### config.mk
export PLATFORM = sky130hd
export DESIGN_NAME = mtxb_bank
export DESIGN_NICKNAME = d
export VERILOG_FILES = /design/src/rtl/mtxb_pkg.sv /design/src/rtl/mtxb_decode.sv /design/src/rtl/mtxb_edge.sv /design/src/rtl/mtxb_slot.sv /design/src/rtl/mtxb_bank.sv
export SDC_FILE = /design/constraint.sdc
export NUM_CORES = 2
export LEC_CHECK = 0
export BUFFER_PORTS_ARGS = -buffer_cell sky130_fd_sc_hd__buf_2
export CAP_MARGIN = 20
export CORE_MARGIN = 1.5
export CORE_UTILIZATION = 35
export CTS_CLUSTER_DIAMETER = 80
export DETAILED_ROUTE_END_ITERATION = 7
export MAX_ROUTING_LAYER = met4
export PLACE_DENSITY = 0.57
export SYNTH_ARGS = -nofsm -noshare
export SYNTH_HDL_FRONTEND = slang
export SYNTH_SLANG_ARGS = --single-unit
### constraint.sdc
create_clock -name clk -period 4 [get_ports clk]
set_clock_uncertainty 0.1 [all_clocks]
set_input_delay 0.8 -clock clk [delete_from_list [all_inputs] [get_ports clk]]
set_output_delay 0.8 -clock clk [all_outputs]
set_load 0.1 [all_outputs]
### src/rtl/mtxb_pkg.sv
package mtxb_pkg;
    localparam int DATA_W   = 32;
    localparam int NUM_SRC  = 6;
    localparam int SRC_W    = 3;
    localparam int NUM_MODS = 2 * DATA_W;

    typedef enum logic [2:0] {
        RG_EN   = 3'd0,
        RG_LOCK = 3'd1,
        RG_RST  = 3'd2,
        RG_LO   = 3'd3,
        RG_SRC  = 3'd4,
        RG_HI   = 3'd5
    } reg_e;

    typedef struct packed {
        logic              en;
        logic              req;
        logic              grant;
        logic              rst_pend;
        logic [SRC_W-1:0]  src;
        logic [DATA_W-1:0] lo;
        logic [DATA_W-1:0] hi;
    } slot_st_t;
endpackage

### src/rtl/mtxb_decode.sv
module mtxb_decode
    import mtxb_pkg::*;
#(
    parameter int NUM_SLOTS = 10,
    parameter int ADDR_W    = 12,
    localparam int SLOT_W   = $clog2(NUM_SLOTS)
) (
    input  logic [ADDR_W-1:0] addr_i,
    output logic              hit_o,
    output logic [SLOT_W-1:0] slot_o,
    output reg_e              reg_o
);
    localparam int ROW_W = ADDR_W - 5;
    localparam logic [ROW_W-1:0] FIRST_ROW = ROW_W'(1);
    localparam logic [ROW_W-1:0] LAST_ROW  = ROW_W'(NUM_SLOTS);

    logic [ROW_W-1:0] row;
    logic [2:0]       field;

    always_comb begin
        row    = addr_i[ADDR_W-1:5];
        field  = addr_i[4:2];
        hit_o  = (addr_i[1:0] == 2'b00) && (row >= FIRST_ROW) &&
                 (row <= LAST_ROW) && (field <= 3'd5);
        slot_o = SLOT_W'(row - FIRST_ROW);
        reg_o  = reg_e'(field);
    end
endmodule

### src/rtl/mtxb_edge.sv
module mtxb_edge #(
    parameter int W = 6
) (
    input  logic         clk,
    input  logic         rst_n,
    input  logic [W-1:0] lvl_i,
    output logic [W-1:0] rise_o
);
    logic [W-1:0] lvl_d, lvl_q;

    always_comb begin
        lvl_d  = lvl_i;
        rise_o = lvl_i & ~lvl_q;
    end

    always_ff @(posedge clk or negedge rst_n) begin
        if (!rst_n) lvl_q <= '0;
        else        lvl_q <= lvl_d;
    end
endmodule

### src/rtl/mtxb_slot.sv
module mtxb_slot
    import mtxb_pkg::*;
(
    input  logic                clk,
    input  logic                rst_n,
    input  logic                sel_i,
    input  logic                we_i,
    input  reg_e                reg_i,
    input  logic [DATA_W-1:0]   wdata_i,
    input  logic [NUM_SRC-1:0]  rise_i,
    output logic [DATA_W-1:0]   rdata_o,
    output logic [NUM_MODS-1:0] pulse_o,
    output logic                req_o,
    output logic                grant_o
);
    slot_st_t st_d, st_q;
    logic     sel_rise;
    logic     grant_fire;

    always_comb begin
        sel_rise = 1'b0;
        for (int s = 0; s < NUM_SRC; s++) begin
            if (int'(st_q.src) == s + 1) sel_rise = rise_i[s];
        end
        grant_fire = (st_q.src == '0) || sel_rise;

        st_d = st_q;
        if (st_q.rst_pend) begin
            st_d.req      = 1'b0;
            st_d.grant    = 1'b0;
            st_d.lo       = '0;
            st_d.hi       = '0;
            st_d.rst_pend = 1'b0;
        end else if (st_q.req && grant_fire) begin
            st_d.grant = 1'b1;
        end

        if (we_i && sel_i) begin
            unique case (reg_i)
                RG_EN:   st_d.en = wdata_i[0];
                RG_LOCK: begin
                    st_d.req = wdata_i[0];
                    if (!wdata_i[0]) st_d.grant = 1'b0;
                end
                RG_RST:  st_d.rst_pend = wdata_i[0];
                RG_LO:   st_d.lo  = wdata_i;
                RG_SRC:  st_d.src = wdata_i[SRC_W-1:0];
                RG_HI:   st_d.hi  = wdata_i;
                default: ;
            endcase
        end

        unique case (reg_i)
            RG_EN:   rdata_o = {{(DATA_W-1){1'b0}}, st_q.en};
            RG_LOCK: rdata_o = {{(DATA_W-2){1'b0}}, st_q.grant, st_q.req};
            RG_RST:  rdata_o = {{(DATA_W-1){1'b0}}, st_q.rst_pend};
            RG_LO:   rdata_o = st_q.lo;
            RG_SRC:  rdata_o = {{(DATA_W-SRC_W){1'b0}}, st_q.src};
            RG_HI:   rdata_o = st_q.hi;
            default: rdata_o = '0;
        endcase

        pulse_o = (st_q.en && !st_q.req && sel_rise) ? {st_q.hi, st_q.lo} : '0;
        req_o   = st_q.req;
        grant_o = st_q.grant;
    end

    always_ff @(posedge clk or negedge rst_n) begin
        if (!rst_n) st_q <= '0;
        else        st_q <= st_d;
    end
endmodule

### src/rtl/mtxb_bank.sv
module mtxb_bank
    import mtxb_pkg::*;
#(
    parameter int NUM_SLOTS = 10,
    parameter int ADDR_W    = 12
) (
    input  logic                clk,
    input  logic                rst_n,
    input  logic                bus_we_i,
    input  logic [ADDR_W-1:0]   bus_addr_i,
    input  logic [DATA_W-1:0]   bus_wdata_i,
    output logic [DATA_W-1:0]   bus_rdata_o,
    input  logic [NUM_SRC-1:0]  fs_evt_i,
    output logic [NUM_MODS-1:0] upd_o
);
    localparam int SLOT_W = $clog2(NUM_SLOTS);

    logic                hit;
    logic [SLOT_W-1:0]   slot;
    reg_e                rsel;
    logic [NUM_SRC-1:0]  rise;
    logic [DATA_W-1:0]   slot_rd    [NUM_SLOTS];
    logic [NUM_MODS-1:0] slot_pulse [NUM_SLOTS];
    logic [NUM_SLOTS-1:0] slot_req;
    logic [NUM_SLOTS-1:0] slot_grant;
    logic [NUM_MODS-1:0] upd_d, upd_q;

    mtxb_decode #(.NUM_SLOTS(NUM_SLOTS), .ADDR_W(ADDR_W)) u_dec (
        .addr_i (bus_addr_i),
        .hit_o  (hit),
        .slot_o (slot),
        .reg_o  (rsel)
    );

    mtxb_edge #(.W(NUM_SRC)) u_edge (
        .clk    (clk),
        .rst_n  (rst_n),
        .lvl_i  (fs_evt_i),
        .rise_o (rise)
    );

    for (genvar g = 0; g < NUM_SLOTS; g++) begin : g_slot
        logic sel;
        assign sel = hit && (slot == SLOT_W'(g));
        mtxb_slot u_slot (
            .clk     (clk),
            .rst_n   (rst_n),
            .sel_i   (sel),
            .we_i    (bus_we_i),
            .reg_i   (rsel),
            .wdata_i (bus_wdata_i),
            .rise_i  (rise),
            .rdata_o (slot_rd[g]),
            .pulse_o (slot_pulse[g]),
            .req_o   (slot_req[g]),
            .grant_o (slot_grant[g])
        );
    end

    always_comb begin
        upd_d = '0;
        for (int i = 0; i < NUM_SLOTS; i++) upd_d = upd_d | slot_pulse[i];
        bus_rdata_o = '0;
        for (int i = 0; i < NUM_SLOTS; i++) begin
            if (hit && slot == SLOT_W'(i)) bus_rdata_o = slot_rd[i];
        end
        upd_o = upd_q;
    end

    always_ff @(posedge clk or negedge rst_n) begin
        if (!rst_n) upd_q <= '0;
        else        upd_q <= upd_d;
    end
endmodule

Yosys cells after proc, flatten, opt, wreduce, memory -nomap -nowiden
Index checks and enable logic that the tools add are counted.
- word-level logic and storage cells: 458
- flip-flop bits (word level): 780
- input port bits: 53
- output and inout port bits: 96
- reduce and logical (&&, ||, !) cells: 106
- equality and inequality tests: 74
- multiplexer cells: 191
- $lt $le $gt $ge: 3
- bitwise operators: 11
- add/subtract/negate cells: 1
- operators by type and width (kind ; count):
    $pmux 32 s6 ; 10
    $mux 64 ; 20
    $mux 32 ; 30
    $mux 70 ; 10
    $or 64x64->64 ; 9
    $eq 3x3->1 const B ; 42
    $mux 1 ; 101
    $eq 3x2->1 const B ; 22
    $logic_and 1x1->1 ; 53
    $reduce_and 2->1 ; 20
    $logic_not 3->1 ; 11
    $mux 3 ; 10
    $mux 2 ; 10
    $eq 4x3->1 const B ; 4
    $logic_not 1->1 ; 10
    $logic_or 1x1->1 ; 10
    $eq 4x2->1 const B ; 2
    $eq 4x4->1 const B ; 2
    $ge 7x1->1 const B ; 1
    $le 7x4->1 const B ; 1
    $and 6x6->6 ; 1
    $not 6->6 ; 1
    $eq 4x1->1 const B ; 1
    $logic_not 4->1 ; 1
    4 further kinds ; 4

Longest topological paths before layout
- word-level depth: 19
- gate-level depth with buffers: 10

Hierarchy
From an unflattened synthesis, not the netlist that was laid out.
- cells, all modules: 5284
- area total of the unflattened synthesis: 45912.8 µm²
- by module, submodules not included (module ; cells each ; area each (µm²) ; times used):
    mtxb_slot ; 446 ; 3948.8 ; 10
    mtxb_bank ; 793 ; 6048.3 ; 1
    mtxb_edge ; 12 ; 232.7 ; 1
    mtxb_decode ; 19 ; 143.9 ; 1

Worst setup path after synthesis
OpenSTA, ideal clock, no wires.
- path kind: in2out
- from: in bus_addr_i[3]
- to: out bus_rdata_o[0]
- cell stages on the path: 7
- path buffers: 2
- path slack: -2250 ps
- data arrival time: 5350 ps
- cell sequence: buf_6 > a211oi_2 > buf_2 > nand3_1 > nor3_2 > a211oi_1 > o311ai_0
- word-level cells in the longest chain between the ends: 13
- elaborated cells between the ends (all ways): 38
- ends and longest elaborated chain (item ; line ; source):
    start: declaration ; mtxb_bank.sv:10 ; input logic [ADDR_W-1:0] bus_addr_i,
    $le 3x3->1 ; mtxb_decode.sv:24 ; (row <= LAST_ROW) && (field <= 3'd5);
    $logic_and 1x1->1 ; mtxb_decode.sv:24 ;
    $logic_and 1x1->1 ; mtxb_bank.sv:65 ; if (hit && slot == SLOT_W'(i)) bus_rdata_o = slot_rd[i];
    $mux 32 (9 in a row) ; mtxb_bank.sv:65 ;
    $mux 32 (*) ; mtxb_bank.sv:65 ;
    end: declaration ; mtxb_bank.sv:12 ; output logic [DATA_W-1:0] bus_rdata_o,
Mark *: on every way between the ends. The rest lies on a longest branch, timed or not.

Final worst setup path
- from: in bus_addr_i[11]
- to: out bus_rdata_o[3]
- word-level cells in the longest chain between the ends: 15
- elaborated cells between the ends (all ways): 25
- ends and longest elaborated chain (item ; line ; source):
    $ge 7x1->1 ; mtxb_decode.sv:23 ; hit_o = (addr_i[1:0] == 2'b00) && (row >= FIRST_ROW) &&
    $logic_and 1x1->1 ; mtxb_decode.sv:23 ;
    $logic_and 1x1->1 (*) ; mtxb_decode.sv:23 ;
    $logic_and 1x1->1 (*) ; mtxb_decode.sv:24 ;
    $logic_and 1x1->1 ; mtxb_bank.sv:65 ;
    $mux 32 (9 in a row) ; mtxb_bank.sv:65 ;
    $mux 32 (*) ; mtxb_bank.sv:65 ;
Marked as above.

==> results.sh <==
export IMPL_grt_pass1_vias=40800
export IMPL_internal_power_w=0.0131
export IMPL_end_kind="output pin"
export IMPL_cts_tree="done"
export IMPL_routedWlPerCell_um=30.8
export IMPL_root_buffer="clkbuf_16"
export IMPL_yosys_warnings=0
export IMPL_cts_sinks=780
export IMPL_ir_drop_v=0.000368
export IMPL_p_sw_w=0.00457
export IMPL_path_cells="buf_2 -> buf_4 -> a211oi_2 -> buf_4 -> nand4_1 -> o22a_1 -> o311ai_4 -> a2111oi_4 -> nor3_4 -> buf_12 -> buf_16"
export IMPL_p_leak_nw=21.4
export IMPL_placed_cells=6632
export IMPL_vias=43000
export IMPL_gp_congestion=0.976
export IMPL_synth_edf_count=0
export IMPL_synthArstFlopShare_pct=100
export IMPL_core_um2=122000
export IMPL_antenna_found_initial=23
export IMPL_ys_seq_area_share_pct=45.0
export IMPL_timing_hold_ws_ns=-0.00738
export IMPL_crit_family="compound AO/OA/AOI/OAI gates"
export IMPL_htreeDepth=3
export IMPL_maxCapViolations=0
export IMPL_rsz0062_at_grt="true"
export IMPL_fp_dieH_um=355
export IMPL_insertion_delay_ns=0.69
export IMPL_startpoint_type="input port"
export IMPL_drt_antenna_violating_nets=0
export IMPL_crit_required_ns=3.10
export IMPL_clkPwrFrac_pct=47.6
export IMPL_cp_startpoint="bus_addr_i[11]"
export IMPL_synth_top_area_cell="dfrtp_1"
export IMPL_viasPerCell=6.29
export IMPL_setup_viol=1
export IMPL_ys_types=76
export IMPL_drv_slew=0
export IMPL_worst_pin_slew_ns=1.11
export IMPL_swShare_pct=25.8
export IMPL_r2r_slack_ns=0.78
export IMPL_numCtsBuffers=87
export IMPL_r2r_start="u_edge.lvl_q[2]$_DFF_PN0_"
export IMPL_syn_nets=5043
export IMPL_maxClockFrequency_mhz=250
export IMPL_timing_critical_path_buf_inv=5
export IMPL_instances_no_fill=6830
export IMPL_first_pass_iters=8
export IMPL_p_seq_share_pct=45.4
export IMPL_drc=11
export IMPL_cellPowerDensity_nw_per_um2=334
export IMPL_overflow=0
export IMPL_fp_row_count=128
export IMPL_synth_area_top_cells="dfrtp_1 (45%), nand2b_1 (8.6%), o21ai_0 (7.5%)"
export IMPL_nets=5170
export IMPL_status="complete, but fails checks"
export IMPL_syn2layout_area_growth_pct=22.4
export IMPL_pin_count=149
export IMPL_synth_avg_cell_area_um2=8.69
export IMPL_critical_path_max_fanout=8
export IMPL_cpMostUsedCell="buf_4"
export IMPL_hold_viol=2
export IMPL_synth_common_cells="dfrtp_1 (780), nand2_1 (766), o21ai_0 (646), nand2b_1 (598), clkbuf_1 (346)"
export IMPL_die_area_um2=126000
export IMPL_dr_first_iter_drc_count=6492
export IMPL_layout_min_cycle_time_ns=4.00
export IMPL_grt_pass1_wl_mm=300
export IMPL_violations="DRC, hold timing, setup timing"
export IMPL_design_area_um2=53100
export IMPL_fillers=11800
export IMPL_min_path_type="in -> async"
export IMPL_synth_top_area_share_pct=45.0
export IMPL_pre_cts_ws_ns=-0.359
export IMPL_slowest_delay_ns=0.40
export IMPL_die_w_um=355
export IMPL_yosysMostFrequentCell="dfrtp_1"
export IMPL_critical_path_slowest_cell="nor3_4"
export IMPL_wirelength_mm=210
export IMPL_placed_area_um2=49300
export IMPL_grt_max_degree=105
export IMPL_synthesis_area_um2=43400
export IMPL_postSynthCellCount=4990
export IMPL_clk_transition_reported_paths_ns=0.06
export IMPL_initial_core_util_pct=35.4
export IMPL_finalCritPeriodShare_pct=100
export IMPL_dpl_hpwl_mm=134
export IMPL_pwr_share_comb_pct=7.1
export IMPL_worstSetupPathType="in -> out"
export IMPL_layout_setup_ws_ns=-0.00448
export IMPL_ys_flop_type="dfrtp_1"
export IMPL_drive_above_1_share_pct=17.6
export IMPL_tns_ns=-0.00448
export IMPL_crit_arrival_ns=3.10
export IMPL_ys_ff_latch=780
export IMPL_clk_path_buf_depth=3
export IMPL_worst_slew_margin_rel_pct=26.3
export IMPL_grt_total_usage_pct=33.5
export IMPL_port_buffers=148
==> what timing repair did <==
item                                    4_1_cts  5_1_grt
hold buffers                                  0        0
resized for setup                            66       47
pin swaps                                    17       18
cloned                                        2        2
buffers inserted                             12        6
endpoints found under the setup margin       32       30
==> worst paths after layout <==
path,endpoint,depth (start not counted)
max,bus_rdata_o[3],11
min,g_slot[6].u_slot.st_q[29]$_DFF_PN0_,1
max reg2reg,upd_o[7]$_DFF_PN0_,8
min reg2reg,g_slot[6].u_slot.st_q[70]$_DFFE_PN0P_,2
max in group asynchronous,g_slot[9].u_slot.st_q[43]$_DFF_PN0_,3
min in group clk,u_edge.lvl_q[4]$_DFF_PN0_,1
==> routing by layer <==
metal / vias up / global-route usage (%) / wire length (um)
met1: 21100 / 44.5 / 84900
li1: 18100 / - / -
met5: - / - / 0
met4: 0 / 16.2 / 11600
met2: 3076 / 47.6 / 88800
met3: 632 / 7.79 / 25000
==> metrics by stage <==
step                      power [W]  util [%]
after floorplan             0.00873         -
after global placement      0.00934      40.3
after detailed placement    0.00935      40.3
after CTS                    0.0177      43.0
after global routing         0.0181      43.4
final                        0.0177      43.4
==> power groups by stage <==
stage / Clock, W / Combinational [W] / Sequential, W
4_1_cts: 0.00851 / 0.00121 / 0.00803
2_1_floorplan: 0 / 0.000575 / 0.00815
3_5_place_dp: 0 / 0.00117 / 0.00817
6_report: 0.00843 / 0.00125 / 0.00803
5_1_grt: 0.00879 / 0.00132 / 0.00803
3_3_place_gp: 0 / 0.00116 / 0.00817
==> registers in the layout, indices dropped and copies added (netlist names) <==
name / count
g_slot.u_slot.req_o: 10
upd_o: 64
u_edge.lvl_q: 6
g_slot.u_slot.st_q: 690
g_slot.u_slot.grant_o: 10
==> placed cells by master, fill, tap and decap left out, types with 11 or more instances in the layout <==
master | netlist | final
nand3_1 | 83 | 82
and2_1 | 68 | 67
nand2b_1 | 598 | 597
dfrtp_1 | 780 | 770
a22oi_1 | 103 | 103
nor3_1 | 22 | 18
a32o_1 | 62 | 62
nand2_1 | 766 | 763
nand2_2 | 10 | 11
buf_12 | 0 | 133
a2111oi_0 | 71 | 62
a21oi_1 | 227 | 196
diode_2 | 0 | 21
clkbuf_16 | 0 | 89
a22o_1 | 113 | 113
o22ai_1 | 53 | 46
clkbuf_1 | 346 | 11
mux2_2 | 37 | 37
and3_1 | 22 | 21
a221oi_1 | 143 | 139
a222oi_1 | 65 | 65
o221a_2 | 11 | 11
o31ai_1 | 97 | 82
buf_4 | 1 | 281
buf_6 | 3 | 15
a21oi_4 | 0 | 28
mux2i_1 | 35 | 35
inv_1 | 81 | 81
clkinv_2 | 0 | 12
clkbuf_8 | 0 | 14
nor2_4 | 0 | 25
buf_2 | 141 | 110
o21ai_0 | 646 | 642
a31oi_1 | 11 | 11
nand3b_1 | 40 | 40
nor2b_1 | 18 | 14
nor2_1 | 184 | 161
==> final cells by class <==
class / instances / area, um^2 / area share [%]
clock inverters: 44 / 512 / 0.964
diodes: 21 / 52.6 / 0.0990
inverters: 82 / 308 / 0.580
well taps: 1625 / 2030 / 3.83
repair buffers: 548 / 5690 / 10.7
multi-input cells: 3618 / 22500 / 42.5
flip-flops and latches: 780 / 19500 / 36.8
clock buffers: 112 / 2410 / 4.54
==> cells by family (layout without fill, tap and decap cells) <==
family | count (synthesis) | in the layout | synth area share [%]
and+or+nand+nor | 1856 | 1856 | 21.3
AOI/OAI and AO/OA | 1686 | 1686 | 26.1
DFF | 780 | 780 | 45.0
buffers and inverters | 592 | 786 | 5.60
muxes | 76 | 76 | 1.98
other | 0 | 21 | 0
Power figures use the tool's default switching activity.
